[src/rtl/pgq_pkg.sv]
package pgq_pkg;
  localparam int DW          = 16;
  localparam int TX_DATA_OFS = 4;
  localparam int FCS_BYTES   = 4;

  typedef enum logic [2:0] {
    A_FREE     = 3'd0,
    A_FREE_CNT = 3'd1,
    A_TXQ      = 3'd2,
    A_DONE     = 3'd3,
    A_DONE_CNT = 3'd4,
    A_RXQ      = 3'd5,
    A_RX_CNT   = 3'd6,
    A_OVF      = 3'd7
  } reg_addr_e;

  typedef struct packed {
    logic [1:0] col;
    logic       no_carrier;
    logic       late_col;
  } tx_stat_t;

  function automatic logic txd_failed(tx_stat_t s);
    return s.late_col | s.no_carrier | (s.col == 2'b11);
  endfunction
endpackage

[src/rtl/pgq_fifo.sv]
module pgq_fifo #(
  parameter int W        = 7,
  parameter int DEPTH    = 64,
  parameter int LIMIT    = 63,
  parameter int INIT_CNT = 0,
  localparam int AW      = $clog2(DEPTH),
  localparam int CW      = $clog2(DEPTH + 1)
) (
  input  logic          clk_i,
  input  logic          rst_ni,
  input  logic          push_i,
  input  logic [W-1:0]  data_i,
  input  logic          pop_i,
  output logic [W-1:0]  head_o,
  output logic [CW-1:0] cnt_o,
  output logic          ovf_o
);
  logic [W-1:0]  mem [DEPTH];
  logic [AW-1:0] rd_ptr, wr_ptr;
  logic          full, push_ok, pop_ok;

  assign full    = (cnt_o == CW'(LIMIT));
  assign push_ok = push_i && !full;
  assign pop_ok  = pop_i && (cnt_o != '0);
  assign head_o  = (cnt_o == '0) ? '0 : mem[rd_ptr];

  function automatic logic [AW-1:0] inc(logic [AW-1:0] p);
    return (p == AW'(DEPTH - 1)) ? '0 : p + 1'b1;
  endfunction

  always_ff @(posedge clk_i or negedge rst_ni) begin
    if (!rst_ni) begin
      // preloaded contents: entry i holds token i+1
      for (int i = 0; i < DEPTH; i++) mem[i] <= (i < INIT_CNT) ? W'(i + 1) : '0;
      rd_ptr <= '0;
      wr_ptr <= AW'(INIT_CNT % DEPTH);
      cnt_o  <= CW'(INIT_CNT);
      ovf_o  <= 1'b0;
    end else begin
      if (push_ok) begin
        mem[wr_ptr] <= data_i;
        wr_ptr      <= inc(wr_ptr);
      end
      if (pop_ok) rd_ptr <= inc(rd_ptr);
      cnt_o <= cnt_o + CW'(push_ok) - CW'(pop_ok);
      if (push_i && full) ovf_o <= 1'b1;
    end
  end

  a_r5_cnt_in_limit: assert property (@(posedge clk_i) disable iff (!rst_ni)
    cnt_o <= CW'(LIMIT));
  a_r5_ovf_sticky: assert property (@(posedge clk_i) disable iff (!rst_ni)
    ovf_o |=> ovf_o);
  a_r5_drop_keeps_cnt: assert property (@(posedge clk_i) disable iff (!rst_ni)
    (push_i && full && !pop_i) |=> (cnt_o == $past(cnt_o)));
  a_r2_push_grows: assert property (@(posedge clk_i) disable iff (!rst_ni)
    (push_ok && !pop_ok) |=> (cnt_o == $past(cnt_o) + 1'b1));
endmodule

[src/rtl/pgq_hdr.sv]
module pgq_hdr
  import pgq_pkg::*;
(
  input  logic [7:0]  tx_ctl_i,
  input  logic [15:0] tx_len_i,
  output logic [31:0] tx_hdr_o,
  input  logic [31:0] rx_stat_i,
  output logic        rx_ok_o,
  output logic [10:0] rx_len_o
);
  logic [10:0] raw_len;
  logic        unused_bits;

  assign tx_hdr_o    = {8'(TX_DATA_OFS), tx_len_i[15:8], tx_len_i[7:0], tx_ctl_i};
  assign raw_len     = rx_stat_i[18:8];
  assign rx_ok_o     = rx_stat_i[0];
  // length field counts the FCS; strip it, never wrap below zero
  assign rx_len_o    = (raw_len < 11'(FCS_BYTES)) ? '0 : raw_len - 11'(FCS_BYTES);
  assign unused_bits = ^{rx_stat_i[31:19], rx_stat_i[7:1]};
endmodule

[src/rtl/pgq_mgr.sv]
module pgq_mgr
  import pgq_pkg::*;
#(
  parameter int  LARGE_MEM = 0,
  parameter int  TX_MAX    = 16,
  localparam int LAST_PAGE = (LARGE_MEM != 0) ? 127 : 63,
  localparam int PW        = $clog2(LAST_PAGE + 1)
) (
  input  logic          clk_i,
  input  logic          rst_ni,
  input  logic [2:0]    host_addr_i,
  input  logic          host_we_i,
  input  logic          host_re_i,
  input  logic [PW-1:0] host_wdata_i,
  output logic [15:0]   host_rdata_o,
  output logic          rx_ne_o,
  output logic          txd_ne_o,
  output logic          mac_tx_valid_o,
  output logic [PW-1:0] mac_tx_page_o,
  input  logic          mac_tx_done_i,
  input  logic [3:0]    mac_tx_stat_i,
  input  logic          mac_rx_push_i,
  output logic          mac_rx_stall_o,
  output logic [PW-1:0] mac_rx_page_o,
  input  logic [7:0]    tx_ctl_i,
  input  logic [15:0]   tx_len_i,
  output logic [31:0]   tx_hdr_o,
  input  logic [31:0]   rx_stat_i,
  output logic          rx_ok_o,
  output logic [10:0]   rx_len_o
);
  localparam int PG_CW = $clog2(LAST_PAGE + 2);
  localparam int TX_CW = $clog2(TX_MAX + 1);
  localparam int EW    = PW + 4;

  logic [PW-1:0]    free_head, rx_head, tx_head;
  logic [EW-1:0]    done_head;
  logic [PG_CW-1:0] free_cnt, rx_cnt;
  logic [TX_CW-1:0] tx_cnt, done_cnt;
  logic [3:0]       ovf;
  logic             host_pop_free, host_pop_rx, host_pop_done;
  logic             host_push_free, host_push_tx, rx_take, tx_pop;
  tx_stat_t         done_stat;
  logic [DW-1:0]    rdata_q;

  assign host_pop_free  = host_re_i && (host_addr_i == A_FREE);
  assign host_pop_rx    = host_re_i && (host_addr_i == A_RXQ);
  assign host_pop_done  = host_re_i && (host_addr_i == A_DONE);
  assign host_push_free = host_we_i && (host_addr_i == A_FREE);
  assign host_push_tx   = host_we_i && (host_addr_i == A_TXQ);

  // host read of the free port wins the head; the engine retries
  assign mac_rx_stall_o = (free_cnt == '0) || host_pop_free;
  assign rx_take        = mac_rx_push_i && !mac_rx_stall_o;
  assign mac_rx_page_o  = free_head;
  assign tx_pop         = mac_tx_done_i && (tx_cnt != '0);
  assign mac_tx_valid_o = (tx_cnt != '0);
  assign mac_tx_page_o  = tx_head;
  assign rx_ne_o        = (rx_cnt != '0);
  assign txd_ne_o       = (done_cnt != '0);

  pgq_fifo #(.W(PW), .DEPTH(LAST_PAGE + 1), .LIMIT(LAST_PAGE), .INIT_CNT(LAST_PAGE)) u_free (
    .clk_i, .rst_ni, .push_i(host_push_free), .data_i(host_wdata_i),
    .pop_i(host_pop_free || rx_take), .head_o(free_head), .cnt_o(free_cnt), .ovf_o(ovf[0]));

  pgq_fifo #(.W(PW), .DEPTH(TX_MAX), .LIMIT(TX_MAX), .INIT_CNT(0)) u_txq (
    .clk_i, .rst_ni, .push_i(host_push_tx), .data_i(host_wdata_i),
    .pop_i(tx_pop), .head_o(tx_head), .cnt_o(tx_cnt), .ovf_o(ovf[1]));

  pgq_fifo #(.W(EW), .DEPTH(TX_MAX), .LIMIT(TX_MAX), .INIT_CNT(0)) u_done (
    .clk_i, .rst_ni, .push_i(tx_pop), .data_i({mac_tx_stat_i, tx_head}),
    .pop_i(host_pop_done), .head_o(done_head), .cnt_o(done_cnt), .ovf_o(ovf[2]));

  pgq_fifo #(.W(PW), .DEPTH(LAST_PAGE + 1), .LIMIT(LAST_PAGE), .INIT_CNT(0)) u_rxq (
    .clk_i, .rst_ni, .push_i(rx_take), .data_i(free_head),
    .pop_i(host_pop_rx), .head_o(rx_head), .cnt_o(rx_cnt), .ovf_o(ovf[3]));

  pgq_hdr u_hdr (
    .tx_ctl_i, .tx_len_i, .tx_hdr_o, .rx_stat_i, .rx_ok_o, .rx_len_o);

  assign done_stat = tx_stat_t'(done_head[EW-1:PW]);

  always_ff @(posedge clk_i or negedge rst_ni) begin
    if (!rst_ni) begin
      rdata_q <= '0;
    end else if (host_re_i) begin
      unique case (host_addr_i)
        A_FREE:     rdata_q <= DW'(free_head);
        A_FREE_CNT: rdata_q <= DW'(free_cnt);
        A_TXQ:      rdata_q <= DW'(tx_cnt);
        A_DONE:     rdata_q <= {2'b00,
                                (done_stat.col != 2'b00) && !txd_failed(done_stat),
                                txd_failed(done_stat), done_stat, 8'(done_head[PW-1:0])};
        A_DONE_CNT: rdata_q <= DW'(done_cnt);
        A_RXQ:      rdata_q <= DW'(rx_head);
        A_RX_CNT:   rdata_q <= DW'(rx_cnt);
        A_OVF:      rdata_q <= DW'(ovf);
        default:    rdata_q <= '0;
      endcase
    end
  end
  assign host_rdata_o = rdata_q;

  a_r2_empty_pop_zero: assert property (@(posedge clk_i) disable iff (!rst_ni)
    (host_pop_free && free_cnt == '0) |=> (host_rdata_o == '0));
  a_r3_stall_keeps_rx: assert property (@(posedge clk_i) disable iff (!rst_ni)
    (mac_rx_push_i && mac_rx_stall_o && !host_pop_rx) |=> (rx_cnt == $past(rx_cnt)));
  a_r4_tx_limit: assert property (@(posedge clk_i) disable iff (!rst_ni)
    tx_cnt <= TX_CW'(TX_MAX));
  a_r6_done_raises_flag: assert property (@(posedge clk_i) disable iff (!rst_ni)
    (mac_tx_done_i && mac_tx_valid_o) |=> txd_ne_o);
  a_r8_rx_flag_drops: assert property (@(posedge clk_i) disable iff (!rst_ni)
    (host_pop_rx && rx_cnt == PG_CW'(1) && !rx_take) |=> !rx_ne_o);
endmodule

[config.mk]
export PLATFORM = sky130hd
export DESIGN_NAME = pgq_mgr
export DESIGN_NICKNAME = d
export VERILOG_FILES = /design/src/rtl/pgq_pkg.sv /design/src/rtl/pgq_fifo.sv /design/src/rtl/pgq_hdr.sv /design/src/rtl/pgq_mgr.sv
export SDC_FILE = /design/constraint.sdc
export NUM_CORES = 2
export LEC_CHECK = 0
export ABC_CLOCK_PERIOD_IN_PS = 10000
export BUFFER_PORTS_ARGS = -buffer_cell sky130_fd_sc_hd__buf_2
export CAP_MARGIN = 20
export CELL_PAD_IN_SITES_DETAIL_PLACEMENT = 1
export CELL_PAD_IN_SITES_GLOBAL_PLACEMENT = 2
export CORE_MARGIN = 1.5
export CORE_UTILIZATION = 40
export DETAILED_ROUTE_END_ITERATION = 10
export MAX_ROUTING_LAYER = met4
export PLACE_DENSITY_LB_ADDON = 0.08
export SLEW_MARGIN = 20
export SYNTH_ARGS = -nofsm -noshare
export SYNTH_HDL_FRONTEND = slang
export SYNTH_SLANG_ARGS = --single-unit
export TNS_END_PERCENT = 5
[constraint.sdc]
create_clock -name clk_i -period 10 [get_ports clk_i]
set_clock_uncertainty 0.1 [all_clocks]
set_input_delay 1 -clock clk_i [delete_from_list [all_inputs] [get_ports clk_i]]
set_output_delay 1 -clock clk_i [all_outputs]
set_load 0.02 [all_outputs]
======== Word-level counts from Yosys, hierarchy flattened ========
Index checks and enable logic that the tools add are counted.
storage, ports and cells
  memory bits (read-only) ................. 0
  bits of input ports ..................... 75
  latch bits .............................. 0
  bits in writable memories ............... 0
  register bits after elaboration ......... 1108
  memories ................................ 0
operators by class
  eq/ne operators ......................... 20
  multiplexer cells ....................... 38
  add/sub/neg operators ................... 17
  bitwise logic cells ..................... 10
  multipliers ............................. 0
  shifts and indexed selects .............. 0
  $lt $le $gt $ge ......................... 13
  reduce and logical (&&, ||, !) cells .... 42
  divide/modulo/power cells ............... 0
operator list
  kind                                                  count
  bitwise mux 384 bit                                   2
  bitwise mux 160 bit                                   1
  one-hot mux 16 bit (8 select lines)                   1
  bitwise mux 96 bit                                    1
  two-way mux 6 bit                                     16
  binary-select mux 6 bit (select 6 bit)                2
  demux 6 bit (select 6 bit)                            2
  binary-select mux 10 bit (select 4 bit)               1
  demux 10 bit (select 4 bit)                           1
  two-way mux 10 bit                                    4
  >= comparator 7 bit (second input constant)           4
  NOT 6 -> 7 bit                                        4
  adder 6 x 1 -> 6 bit (second input constant)          4
  binary-select mux 6 bit (select 4 bit)                1
  demux 6 bit (select 4 bit)                            1
  equality test 6 bit (second input constant)           4
  logical AND 1 bit                                     24
  >= comparator 5 bit (second input constant)           4
  NOT 4 -> 5 bit                                        4
  adder 4 x 1 -> 4 bit (second input constant)          4
  equality test 4 bit (second input constant)           4
  two-way mux 4 bit                                     4
  adder 7 x 1 -> 7 bit                                  2
  equality test 7 x 6 -> 1 bit (second input constant)  2
  22 further kinds                                      43

======== Logic depth before layout (Yosys ltp) ========
  depth after elaboration ................. 10
  gate-level depth with buffers ........... 17

======== Hierarchy ========
A second synthesis with hierarchy kept.
unflattened totals
  cell total of the unflattened synthesis .. 3595
  area, all modules ....................... 53699.0 µm²
modules (own cells, without submodules)
  module             sequential area each (µm²)  area an instance (µm²)  cells an instance  times used
  pgq_fifo (u_free)  10364.9                     19383.6                 1286               1
  pgq_fifo (u_rxq)   10109.7                     19210.9                 1257               1
  pgq_fifo (u_done)  4354.2                      8171.6                  515                1
  pgq_fifo (u_txq)   2752.6                      5292.6                  337                1
  pgq_mgr            325.3                       1136.1                  129                1
  pgq_hdr            0.0                         504.2                   71                 1

======== Least setup slack after synthesis ========
OpenSTA, ideal clock, no wires.
  kind .................................... input to register
  from .................................... in host_addr_i[1]
  to ...................................... reg u_free.cnt_o[6]
  required time ........................... 9775 ps
  stages .................................. 14
  arrival time ............................ 3386 ps
  setup slack ............................. 6389 ps
  cell sequence ........................... nor4b_1 > nor2_1 > nor2_1 > ha_1 > inv_1 > ha_1 > inv_1 > fa_1 > nand2b_1 > a21oi_1 > o21ai_0 > a21oi_1 > nor2_1 > xnor2_1
on the way
  cells in the longest elaborated chain, start to end .. 8
  elaborated cells on any way between the ends .. 11
  those cells by class .................... add/sub: 2; reduce/logical: 9
RTL lines
  what                           line            RTL
  from (decl)                    pgq_mgr.sv:11   input logic [2:0] host_addr_i,
  zero test 3 bit (*)            pgq_mgr.sv:46   assign host_pop_free = host_re_i && (host_addr_i == A_FREE);
  logical AND 1 bit (*)          pgq_mgr.sv:46
  logical OR 1 bit               pgq_mgr.sv:53   assign mac_rx_stall_o = (free_cnt == '0) || host_pop_free;
  zero test 1 bit                pgq_mgr.sv:54   assign rx_take = mac_rx_push_i && !mac_rx_stall_o;
  logical AND 1 bit              pgq_mgr.sv:54
  logical OR 1 bit (*)           pgq_mgr.sv:64   .pop_i(host_pop_free || rx_take), .head_o(free_head), .cnt_o(free_cnt), .ovf_o(ovf[0]));
  logical AND 1 bit (*)          pgq_fifo.sv:24  assign pop_ok = pop_i && (cnt_o != '0);
  via u_free.pop_ok              pgq_fifo.sv:20  logic full, push_ok, pop_ok;
  subtractor 7 x 1 -> 7 bit (*)  pgq_fifo.sv:45  cnt_o <= cnt_o + CW'(push_ok) - CW'(pop_ok);
  to (signal assigned)           pgq_fifo.sv:37  cnt_o <= CW'(INIT_CNT);
  to (signal assigned)           pgq_fifo.sv:45
  to (decl)                      pgq_fifo.sv:15  output logic [CW-1:0] cnt_o,
The timed path passes the listed nets; every way through them passes the cells marked *.
A chain may end at the register's enable or synchronous reset.

======== Final worst setup path ========
  from .................................... reg u_free.rd_ptr[1]
  to ...................................... out mac_rx_page_o[0]
on the way
  cells in the longest elaborated chain, start to end .. 5
RTL lines
  what                                                   line            RTL
  from (decl)                                            pgq_fifo.sv:19  logic [AW-1:0] rd_ptr, wr_ptr;
  from (signal assigned)                                 pgq_fifo.sv:44  if (pop_ok) rd_ptr <= inc(rd_ptr);
  NOT 6 -> 7 bit (not written as such)                   pgq_fifo.sv:25  assign head_o = (cnt_o == '0) ? '0 : mem[rd_ptr];
  binary-select mux 6 bit (select 6 bit)                 pgq_fifo.sv:25
  two-way mux 6 bit (not written as such) (2 in series)  pgq_fifo.sv:25
  two-way mux 6 bit                                      pgq_fifo.sv:25
  to (decl)                                              pgq_mgr.sv:24   output logic [PW-1:0] mac_rx_page_o,
Every way passes these cells. The select of a mux whose other input is x is not followed.

==> results.cfg <==
[run_status]
outcome = finished, final reports clean

[pwr]
clkPwrFrac = 0.284
p_per_area_mw_per_mm2 = 293.3
sw_frac_of_total = 0.3583
p_leak_uw = 0.02603
total_power_uw = 17000
peakVddDrop_v = 0.0004556
intPower_uw = 10910
power_frac_seq = 0.386
p_sw_uw = 6092
comb_power_share = 0.330

[timing]
rsz0062_at_grt = no
period_needed_ns = 6.103
final_max_slew_viol_count = 0
setup_tns_ns = 0
finalCritPeriodShare = 0.6103
max_freq_ghz = 0.1639
final_hold_viol_count = 0
relSlewSlack = 0.3005
tightest_slew_ns = 1.044
setup_viol = 0

[detailed_routing]
dr.pass1.iters = 5
routed_via_density = 5.480
drt_wl_total_mm = 142.2
drt-initial-drc-count = 1706
postRouteAntennaNets = 0
route.detailed.drc = 0
num_vias = 32489
wl_per_cell_um = 23.99

[critical_path]
cp.required_ns = 8.90
path_delay_family = buffers and inverters
cp_slowest_stage_delay_ns = 0.76
slowest_stage = buf_4
crit_arrival_ns = 5.00
path_buf_inv = 3
cp-start-kind = flop
cp_common_cell = buf_4
crit_type = reg2out
crit_fanout = 65
path_cells = buf_4 > mux4_2 > a22o_1 > a211oi_1 > a21oi_1 > a21oi_4 > buf_4 > nor2_1 > buf_2
endpoint_kind = output pin

[yosys]
yosysSeqAreaShare = 0.5395
yosysMostFrequentCell = dfrtp_1
synth_area_per_cell_sq_um = 12.47
synth_seq_cells = 1105
synth_top_area_frac = 0.4359
synthCells = 4147
yosysTopAreaCell = dfrtp_1
synth_edf_count = 0
yosys_warnings = 0
syn_area_sq_mm = 0.05173
synth_cell_types = 76
synthTopCellsByCount = dfrtp_1, mux2_2, nor2_1, a21oi_1, clkbuf_1
synthTopCellsByArea = dfrtp_1, mux2_2, dfstp_2
ys_dominant_reg_cell = dfrtp_1
synthArstFlopShare = 1.000

[clock_network]
cts_made_buffers = 132
worstSkewPairLatency_ns = 0.77
clk_path_buf_depth = 3
clkSinkCount = 1105
clkSlewWorstSetupHoldPaths_ns = 0.06
post-cts-setup-buffers = 0
clockRootBuffer = clkbuf_16
cts_resized = 0
ctsHoldBuffers = 0
cts-htree-levels = 4
cts_tree = built

[placed_design]
dp.cells = 5684
gp_congestion = 0.7827
port_buffers = 69
dp_hpwl_mm = 89.14

[die]
die_w_um = 362.6
initial_core_util = 0.4041
rows = 131
die_area_sq_mm = 0.1315
die_h_um = 362.6
pin_count = 151
core_area_sq_mm = 0.1280

[final_layout]
fin_cells = 5929
drive_above_1_share = 0.3432
layout.nets = 4217
area_growth_pct = 12.04

[global_route]
grt_pass1_wl_mm = 220.6
grt_max_degree = 157
gr-total-overflow = 0
grt_pass1_vias = 34501
grt_antenna_before_repair = 6
grt_usage = 0.2272

[min_path]
hp-class = in2async

[flow_run]
drv_cap = 0
-- worst reg2reg max path, delay by kind of cell (launching register included) --
family	cells	cell delay (ns)
AOI/OAI and AO/OA	3	0.75
and+or+nand+nor	3	1.34
DFF	1	0.67
buffers and inverters	2	1.27
-- stage by stage --
stage	hold WS [ns]	util	worst slack, ns	area (sq um)
finish	0.2110	0.4527	3.897	57960
global route	0.2610	0.4527	3.692	57960
CTS	0.1996	0.4527	3.808	57950
detailed placement	0.3531	0.4182	4.663	53540
global placement	0.3565	0.4182	4.649	53540
floorplan	0.3281	-	6.389	51760
-- cell usage in the layout, fill, tap and decap left out, types with 57 or more instances in the layout --
cell type  count
a21oi_1      423
buf_2         68
buf_4         65
clkbuf_16    136
dfrtp_1      893
dfstp_2      204
inv_1         57
mux2_2       639
mux2i_1      179
mux4_2       185
nand2_1      123
nor2_1       525
-- sequential cells by signal, summed over array words and instances (netlist names), 4 cells and up --
| register | flops |
|---|---|
| u_txq.wr_ptr | 4 |
| u_rxq.wr_ptr | 6 |
| u_rxq.rd_ptr | 6 |
| u_done.rd_ptr | 4 |
| u_done.wr_ptr | 4 |
| u_free.rd_ptr | 6 |
| host_rdata_o | 13 |
| u_free.mem | 384 |
| u_free.wr_ptr | 6 |
| u_txq.rd_ptr | 4 |
| u_done.mem | 160 |
| u_rxq.cnt_o | 7 |
| u_rxq.mem | 384 |
| u_txq.cnt_o | 5 |
| u_done.cnt_o | 5 |
| u_free.cnt_o | 7 |
| u_txq.mem | 96 |
-- kinds of logic after synthesis --
logic type               count (synthesis)  synth area share
flip-flops                            1105            0.5395
AND/OR/NAND/NOR                        870           0.07593
AO/OA/AOI/OAI                          663           0.07452
adder cells (fa/ha/maj)                 53           0.01340
multiplexers                          1013            0.2565
other                                    2         0.0001452
buffers and inverters                  401           0.03328
XOR/XNOR                                40          0.006773
-- final timing paths --
check / startpoint / end / slack (ns) / cells past startpoint
max in group asynchronous: rst_ni / u_rxq.cnt_o[5]$_DFF_PN0_ / 7.21 / 3
min in group clk_i: u_txq.ovf_o$_DFFE_PN0P_ / u_txq.ovf_o$_DFFE_PN0P_ / 0.37 / 1
setup reg to reg: u_free.rd_ptr[0]$_DFFE_PN0P_ / u_rxq.mem[301]$_DFFE_PN0P_ / 5.70 / 8
hold / removal: rst_ni / u_txq.mem[69]$_DFFE_PN0P_ / 0.21 / 1
hold reg to reg: u_txq.ovf_o$_DFFE_PN0P_ / u_txq.ovf_o$_DFFE_PN0P_ / 0.37 / 1
setup / recovery: u_free.rd_ptr[1]$_DFFE_PN0P_ / mac_rx_page_o[0] / 3.90 / 9
-- metal layers --
metal	global-route usage	vias to the layer above	share of wire
li1	-	14741	-
met1	0.3141	17094	0.48
met3	0.04055	191	0.041
met5	-	-	0
met2	0.3453	463	0.46
met4	0.06046	0	0.020
-- power by group through the flow --
stage / sequential (uW) / clock, uW / combinational, uW
after floorplan: 6190 / 0 / 4170
after global placement: 6600 / 0 / 5590
after detailed placement: 6640 / 0 / 5680
after CTS: 6570 / 5000 / 5690
after global routing: 6740 / 5170 / 6130
final: 6560 / 4840 / 5600
-- final cells by class --
class | count | area (sq um)
Fill cell | 13061 | 70060
Tap cell | 1729 | 2163
Clock buffer | 205 | 4043
Antenna cell | 1 | 2.502
Inverter | 59 | 221.5
Clock inverter | 39 | 372.9
Multi-Input combinational cell | 2650 | 22240
Sequential cell | 1105 | 27930
Timing Repair Buffer | 141 | 983.4
No activity file was read; power rests on OpenSTA's default activity.
